## src/rtl/sdram_stat_pkg.sv

```systemverilog
package sdram_stat_pkg;
  localparam int NUM_BANKS    = 4;
  localparam int BANK_SEL_W   = $clog2(NUM_BANKS);
  localparam int ADDR_W       = 6;
  localparam int VIEW_W       = 8;
  localparam int FINE_SHIFT   = 8;
  localparam int COARSE_SHIFT = 12;

  typedef enum logic [1:0] {
    REG_FRAME  = 2'd0,
    REG_ACTIVE = 2'd1,
    REG_BLANK  = 2'd2,
    REG_NONE   = 2'd3
  } region_e;

  typedef struct packed {
    logic                 restart;
    logic [NUM_BANKS-1:0] incActive;
    logic [NUM_BANKS-1:0] incBlank;
  } ctrl_strobes_t;
endpackage

```

## src/rtl/sdram_stat_ctrl.sv

```systemverilog
module sdram_stat_ctrl
  import sdram_stat_pkg::*;
(
  input  logic                 clk,
  input  logic                 rst,
  input  logic [NUM_BANKS-1:0] bankAccess,
  input  logic                 inBlank,
  input  logic                 frameStart,
  output ctrl_strobes_t        strobes
);
  always_comb begin
    strobes.restart   = frameStart;
    strobes.incActive = bankAccess & {NUM_BANKS{~inBlank}};
    strobes.incBlank  = bankAccess & {NUM_BANKS{inBlank}};
  end

  // an access goes to exactly one region
  assert_region_exclusive_R8: assert property (@(posedge clk) disable iff (rst)
    (strobes.incActive & strobes.incBlank) == '0);
  assert_access_kept_R8: assert property (@(posedge clk) disable iff (rst)
    (strobes.incActive | strobes.incBlank) == bankAccess);
endmodule

```

## src/rtl/sdram_stat_counter.sv

```systemverilog
module sdram_stat_counter #(
  parameter int CNT_W = 20
) (
  input  logic             clk,
  input  logic             rst,
  input  logic             restart,
  input  logic             inc,
  output logic [CNT_W-1:0] liveCount,
  output logic [CNT_W-1:0] snapCount
);
  localparam logic [CNT_W-1:0] MAX_COUNT = '1;
  localparam logic [CNT_W-1:0] ONE       = CNT_W'(1);

  always_ff @(posedge clk) begin
    if (rst) begin
      liveCount <= '0;
      snapCount <= '0;
    end else if (restart) begin
      snapCount <= liveCount;
      liveCount <= inc ? ONE : '0;
    end else if (inc && liveCount != MAX_COUNT) begin
      liveCount <= liveCount + ONE;
    end
  end

  assert_saturate_hold_R7: assert property (@(posedge clk) disable iff (rst)
    (!restart && liveCount == MAX_COUNT) |=> liveCount == MAX_COUNT);
  assert_snapshot_take_R6: assert property (@(posedge clk) disable iff (rst)
    restart |=> snapCount == $past(liveCount));
  assert_snapshot_stable_R6: assert property (@(posedge clk) disable iff (rst)
    !restart |=> $stable(snapCount));
  assert_restart_first_R6: assert property (@(posedge clk) disable iff (rst)
    (restart && inc) |=> liveCount == ONE);
  assert_restart_empty_R6: assert property (@(posedge clk) disable iff (rst)
    (restart && !inc) |=> liveCount == '0);
endmodule

```

## src/rtl/sdram_stat_datapath.sv

```systemverilog
module sdram_stat_datapath
  import sdram_stat_pkg::*;
#(
  parameter int CNT_W = 20
) (
  input  logic              clk,
  input  logic              rst,
  input  ctrl_strobes_t     strobes,
  input  logic [ADDR_W-1:0] viewAddr,
  output logic [VIEW_W-1:0] viewData
);
  localparam int SUM_W = CNT_W + BANK_SEL_W;
  localparam logic [CNT_W-1:0] MAX_COUNT = '1;

  logic [CNT_W-1:0] liveFrm [NUM_BANKS];
  logic [CNT_W-1:0] liveAct [NUM_BANKS];
  logic [CNT_W-1:0] liveBlk [NUM_BANKS];
  logic [CNT_W-1:0] snapFrm [NUM_BANKS];
  logic [CNT_W-1:0] snapAct [NUM_BANKS];
  logic [CNT_W-1:0] snapBlk [NUM_BANKS];

  for (genvar b = 0; b < NUM_BANKS; b++) begin : g_bank
    sdram_stat_counter #(.CNT_W(CNT_W)) frameCnt (
      .clk(clk), .rst(rst), .restart(strobes.restart),
      .inc(strobes.incActive[b] | strobes.incBlank[b]),
      .liveCount(liveFrm[b]), .snapCount(snapFrm[b]));
    sdram_stat_counter #(.CNT_W(CNT_W)) activeCnt (
      .clk(clk), .rst(rst), .restart(strobes.restart),
      .inc(strobes.incActive[b]),
      .liveCount(liveAct[b]), .snapCount(snapAct[b]));
    sdram_stat_counter #(.CNT_W(CNT_W)) blankCnt (
      .clk(clk), .rst(rst), .restart(strobes.restart),
      .inc(strobes.incBlank[b]),
      .liveCount(liveBlk[b]), .snapCount(snapBlk[b]));

    assert_frame_split_R8: assert property (@(posedge clk) disable iff (rst)
      (liveFrm[b] != MAX_COUNT) |->
        ({1'b0, liveFrm[b]} == {1'b0, liveAct[b]} + {1'b0, liveBlk[b]}));
  end

  region_e          regionSel;
  logic [SUM_W-1:0] perBank [NUM_BANKS];
  logic [SUM_W-1:0] bankTotal;
  logic [SUM_W-1:0] chosen;
  logic [SUM_W-1:0] scaled;

  always_comb begin
    regionSel = region_e'(viewAddr[3:2]);
    bankTotal = '0;
    for (int b = 0; b < NUM_BANKS; b++) begin
      unique case (regionSel)
        REG_FRAME:  perBank[b] = SUM_W'(snapFrm[b]);
        REG_ACTIVE: perBank[b] = SUM_W'(snapAct[b]);
        REG_BLANK:  perBank[b] = SUM_W'(snapBlk[b]);
        default:    perBank[b] = '0;
      endcase
      bankTotal = bankTotal + perBank[b];
    end
    chosen   = viewAddr[5] ? bankTotal : perBank[viewAddr[BANK_SEL_W-1:0]];
    scaled   = viewAddr[4] ? (chosen >> FINE_SHIFT) : (chosen >> COARSE_SHIFT);
    viewData = scaled[VIEW_W-1:0];
  end
endmodule

```

## src/rtl/sdram_stat_mon.sv

```systemverilog
module sdram_stat_mon
  import sdram_stat_pkg::*;
#(
  parameter int CNT_W = 20
) (
  input  logic       clk,
  input  logic       rst,
  input  logic [3:0] bankAccess,
  input  logic       inBlank,
  input  logic       frameStart,
  input  logic [5:0] viewAddr,
  output logic [7:0] viewData
);
  ctrl_strobes_t strobes;

  sdram_stat_ctrl ctrl (
    .clk(clk), .rst(rst), .bankAccess(bankAccess), .inBlank(inBlank),
    .frameStart(frameStart), .strobes(strobes));

  sdram_stat_datapath #(.CNT_W(CNT_W)) datapath (
    .clk(clk), .rst(rst), .strobes(strobes), .viewAddr(viewAddr),
    .viewData(viewData));

  assert_unused_region_R5: assert property (@(posedge clk) disable iff (rst)
    (viewAddr[3:2] == 2'b11) |-> viewData == 8'h00);
endmodule

```

## config.mk

```make
export PLATFORM = sky130hd
export DESIGN_NAME = sdram_stat_mon
export DESIGN_NICKNAME = d
export VERILOG_FILES = /design/src/rtl/sdram_stat_pkg.sv /design/src/rtl/sdram_stat_ctrl.sv /design/src/rtl/sdram_stat_counter.sv /design/src/rtl/sdram_stat_datapath.sv /design/src/rtl/sdram_stat_mon.sv
export SDC_FILE = /design/constraint.sdc
export NUM_CORES = 1
export LEC_CHECK = 0
export ABC_AREA = 0
export BUFFER_PORTS_ARGS = -buffer_cell sky130_fd_sc_hd__buf_2
export CAP_MARGIN = 20
export CORE_MARGIN = 4
export CORE_UTILIZATION = 35
export DETAILED_ROUTE_END_ITERATION = 6
export SLEW_MARGIN = 15
export SYNTH_ARGS = -nofsm -noshare
export SYNTH_HDL_FRONTEND = slang
export SYNTH_SLANG_ARGS = --single-unit
```

## constraint.sdc

```tcl
create_clock -name clk -period 8.35 [get_ports clk]
set_input_delay 1.2525 -clock clk [delete_from_list [all_inputs] [get_ports clk]]
set_output_delay 1.2525 -clock clk [all_outputs]
set_load 0.01 [all_outputs]
```

Word-level counts from Yosys, hierarchy flattened

Index checks and enable logic that the tools add are counted.
Widths: inputs -> output; s select.

Output and inout bits: 8
Flip-flop bits (word level): 480
Input port bits: 14

Bitwise gates (word level): 8
Eq/ne operators: 14
Magnitude comparators: 1
Reductions and logical operators: 25
Mux-type cells: 45
Add/subtract/negate cells: 15

Operators by type and width:

| operator              | count |
|---|---|
| $mux 20               | 27 |
| $add 20x1->20 const B | 12 |
| $ne 20x20->1 const B  | 12 |
| $pmux 20 s3           | 4 |
| $add 20x20->20        | 3 |
| $bmux 22 s2           | 1 |
| $reduce_bool 2->1     | 12 |
| $logic_and 1x1->1     | 12 |
| $mux 1                | 12 |
| $and 4x4->4           | 2 |
| $mux 8                | 1 |
| $or 1x1->1            | 4 |
| $ge 3x3->1 const B    | 1 |
| $not 2->3             | 1 |
| $eq 2x1->1 const B    | 1 |
| $eq 2x2->1 const B    | 1 |
| $logic_not 2->1       | 1 |
| $not 1->1             | 1 |

Depth between registers and ports, before layout

Depth after elaboration: 7
Depth in mapped cells: 20

Hierarchy

Synthesis repeated with hierarchy kept, for this count alone.

Cell total of the unflattened synthesis: 2991
Area total of the unflattened synthesis: 27238.6 µm²

Modules (own cells, without submodules):

| module              | cells an instance | area an instance (µm²) | seq. area each (µm²) | instances |
|---|---|---|---|---|
| sdram_stat_counter  | 204               | 1933.1                 | 800.8                | 12 |
| sdram_stat_datapath | 534               | 3983.8                 | 0.0                  | 1 |
| sdram_stat_ctrl     | 9                 | 57.6                   | 0.0                  | 1 |

Worst setup path after synthesis

Ideal clock, no wire load.

Path kind: in2out
Start: in viewAddr[3]
End: out viewData[7]
Slack: 1.321 ns
Required time: 7.098 ns
Arrival: 5.777 ns
Cell stages on the path: 17
Cells stage by stage: buf_6 buf_2 buf_2 buf_1 mux2i_1 o21ai_0 fa_1 fa_1 ha_1 nor3b_1 nor3b_2 nor3_2 nor4_2 a2111oi_0 o31ai_2 or4b_1 o211a_1

Longest elaborated chain between the ends: 7
Elaborated cells between the ends (all ways): 15
Those cells by class: 3 x add/sub; 2 x eq/ne; 9 x mux; 1 x reduce/logical

RTL lines:

| item                                                   | RTL line                                             | RTL |
|---|---|---|
| start: declaration                                     | sdram_stat_mon.sv:11                                 | `input logic [5:0] viewAddr,` |
| $eq 2x2->1, or another cell as far along               | sdram_stat_datapath.sv:51                            | `unique case (regionSel)` |
| $pmux 20 s3                                            | sdram_stat_datapath.sv:51                            |  |
| $add 20x20->20 or $bmux 22 s2 (tied branches)          | sdram_stat_datapath.sv:57, sdram_stat_datapath.sv:59 |  |
| $add 20x20->20 or $mux 20 (tied branches) (2 in a row) | sdram_stat_datapath.sv:57, sdram_stat_datapath.sv:59 |  |
| $mux 20 *                                              | sdram_stat_datapath.sv:59                            | `chosen = viewAddr[5] ? bankTotal : perBank[viewAddr[BANK_SEL_W-1:0]];` |
| $mux 8 *                                               | sdram_stat_datapath.sv:60                            | `scaled = viewAddr[4] ? (chosen >> FINE_SHIFT) : (chosen >> COARSE_SHIFT);` |
| end: declaration                                       | sdram_stat_mon.sv:12                                 | `output logic [7:0] viewData` |

Mark *: on every way between the ends. The rest lies on a longest branch, timed or not. The select of a mux whose other input is x is not followed.

Worst setup path in the final report

Ends and elaborated chain as after synthesis.

==> impl_metrics.ini <==
[placement]
routabilityCongestion = 0.917
dp_hpwl_mm = 42.2
io_buffer_count = 21

[power_and_ir_drop]
power_density_nw_per_um2 = 189
finalPower_mw = 4.83
vdd_drop_max_mv = 0.151
p_leak_nw = 9.79

[sta]
tightest_slew_ns = 1.14
report.final.slew_viol_count = 0
rsz0062_at_grt = no
final_hold_viol_count = 0
relSlewSlack = 0.231
hold_slack_ns = 0.492
maxClockFrequency_mhz = 136
setup_tns_ns = 0
finalSetupViolations = 0
min_period_ns = 7.33
fin_crit_sh = 0.878
clock-skew-final_ns = 0.0187

[setup_path]
arrival_ns = 6.08
cpPeakStageDelay_ns = 0.50
rr_endpoint = datapath.g_bank[2].activeCnt.liveCount[19]
rr_worst_depth = 9
cp-end-kind = output pin
ff2ff_setup_slack_ns = 5.68
path_class = in2out
cp.required_ns = 7.10
path_cells = buf_4 -> and2b_2 -> buf_4 -> nand2_1 -> o21ai_0 -> fa_1 -> fa_1 -> ha_1 -> nor3b_1 -> nor3b_2 -> nor3_2 -> nor4_2 -> a2111oi_0 -> o31ai_2 -> or4b_1 -> o211a_1 -> buf_2
crit_path_start_kind = input port
slowest_stage = fa_1
timing.rr.start = datapath.g_bank[2].activeCnt.liveCount[0]
critPathMaxFanout = 36

[synth]
async_reset_ff_frac = 0
synth_flop_cell = dfxtp_1
synth_common_cells = dfxtp_1 (480), nor2_1 (475), mux2i_1 (333)
synth_area_um2 = 23100
seq_area_frac_synth = 0.417
yosysUniqueCellTypes = 74
synth_area_leaders = dfxtp_1 (42%), mux2i_1 (14%), nor2_1 (7.7%), xor2_1 (4.6%), fa_1 (3.2%)
synth-seq-cells = 480
synth-edff-count = 0
synth_most_common_cell = dfxtp_1
synth_area_per_cell_um2 = 8.98
synthCells = 2567
syn_nets = 2647
synth.top_cell.area_share = 0.417
ys.warnings.count = 0
synth_area_leader_cell = dfxtp_1

[clock_tree]
ctsHoldBuffers = 0
cts_max_path_buffers = 3
clk-insertion-delay-late_ns = 0.60
ctsResizeCount = 0
h-tree-depth = 2
clkSinkCount = 480
cts.clk_slew.worst_paths_ns = 0.06
cts_buffers = 52
postCtsSetupBuffers = 0
cts_tree = done
cts_root_buf = clkbuf_16

[hold_path]
min_from = datapath.g_bank[0].frameCnt.snapCount[2]
hp-class = reg2reg
hold_depth = 2
hold_path_end = datapath.g_bank[0].frameCnt.snapCount[2]

[floorplanning]
fp-row-count = 93
core_region_area_um2 = 64800
fp.dieArea_um2 = 70000
start_util = 0.356
die_x_um = 265
fp.dieH_um = 265
io_pins = 22

[detailed_routing]
avgRoutedWirePerCell_um = 17.4
drt_iter0_markers = 1240
drc = 0
viasPerCell = 5.16
drtAntennaViolNets = 0
dr.pass1.iters = 5
drt-total-wl_mm = 59.5
vias = 17666

[final_layout]
fin_nets = 2605
syn_to_final_growth_pct = 11.1
fin_util = 0.395
antennaDiodeCount = 0
drive_gt1_frac = 0.0639

[outcome]
status = completed

[global_routing]
grt_pass1_wl_mm = 95.3
grt_usage = 0.167
top_usage_layer = met2
grt-ovfl-total = 0
use_met1 = 0.238
grt_util_met2 = 0.267
antenna_found_initial = 4
grt_start_max_net_pins = 148
grtUsageMet3 = 0.0257
grt_pass1_vias = 16960

[flow_run]
cap_violations = 0
## how the worst max path moves through the flow
stage                     cells after the start     endpoint         from  slack [ns]
after floorplan                              17  viewData[7]  viewAddr[3]        1.32
after global placement                       17  viewData[7]  viewAddr[3]        1.13
after detailed placement                     17  viewData[7]  viewAddr[3]        1.09
after CTS                                    17  viewData[7]  viewAddr[3]        1.06
after global routing                         17  viewData[7]  viewAddr[3]        0.85
final                                        17  viewData[7]  viewAddr[3]        1.02
## flip-flops by register name (all words and copies together), names as in the netlist
| signal | cells |
|---|---|
| datapath.g_bank.frameCnt.liveCount | 80 |
| datapath.g_bank.activeCnt.liveCount | 80 |
| datapath.g_bank.blankCnt.snapCount | 80 |
| datapath.g_bank.activeCnt.snapCount | 80 |
| datapath.g_bank.blankCnt.liveCount | 80 |
| datapath.g_bank.frameCnt.snapCount | 80 |
## layout make-up
| type | instances | area (um2) |
|---|---|---|
| clock buffer | 83 | 1630 |
| tap | 855 | 1070 |
| sequential | 480 | 9610 |
| inverter | 95 | 357 |
| timing repair buffer | 32 | 234 |
| fill | 6394 | 39200 |
| clock inverter | 13 | 139 |
| multi-input combinational | 1864 | 12600 |
## critical path, delay by kind of cell
family	cells	cell delay, ns
simple gates	7	1.99
fa+ha+maj	3	1.26
compound gates	4	0.84
buf+inv	3	0.73
## metal layers
layer | part of all wire | vias up | routed length (um)
li1 | - | 8690 | -
met1 | 0.48 | 8549 | 28400
met2 | 0.46 | 351 | 27200
met3 | 0.049 | 70 | 2940
met4 | 0.015 | 6 | 910
met5 | 0.00069 | - | 41
## power by group
group / leakage, nW / total, mW / switching, mW / internal (mW)
clock: 0.857 / 2.34 / 0.942 / 1.40
sequential: 3.87 / 2.31 / 0.00871 / 2.30
combinational: 5.07 / 0.187 / 0.128 / 0.0588
total: 9.79 / 4.83 / 1.08 / 3.75
## cell families after synthesis
group           Yosys count  synth area share
mux                     351             0.161
xor+xnor                179            0.0680
fa+ha+maj                66            0.0479
compound gates          259            0.0668
simple gates           1009             0.202
flops                   480             0.417
buf+inv                 223            0.0376
## through the flow
stage               area (um2)  setup slack [ns]  cells
floorplan                23100              1.32   2567
global placement         23800              1.13   3326
detailed placement       23800              1.09   3326
CTS                      25600              1.06   3422
global route             25600             0.847   3422
finish                   25600              1.02   3422
## cells in the final DEF (no fill, tap or decap), types with 31 or more instances in the layout
cell       synthesis  final
xnor2_1           58     58
xor2_1           121    121
nand4_1           48     48
a21oi_1           71     71
nor2_1           475    475
fa_1              37     37
dfxtp_1          480    480
and3_1            31     31
nor3_1            31     31
clkbuf_16          0     54
nand2_1          194    194
inv_1             94     94
nand3_1           82     82
mux2i_1          333    333
o21ai_0          120    120
or3_1             51     51
Power figures use the tool's default switching activity.
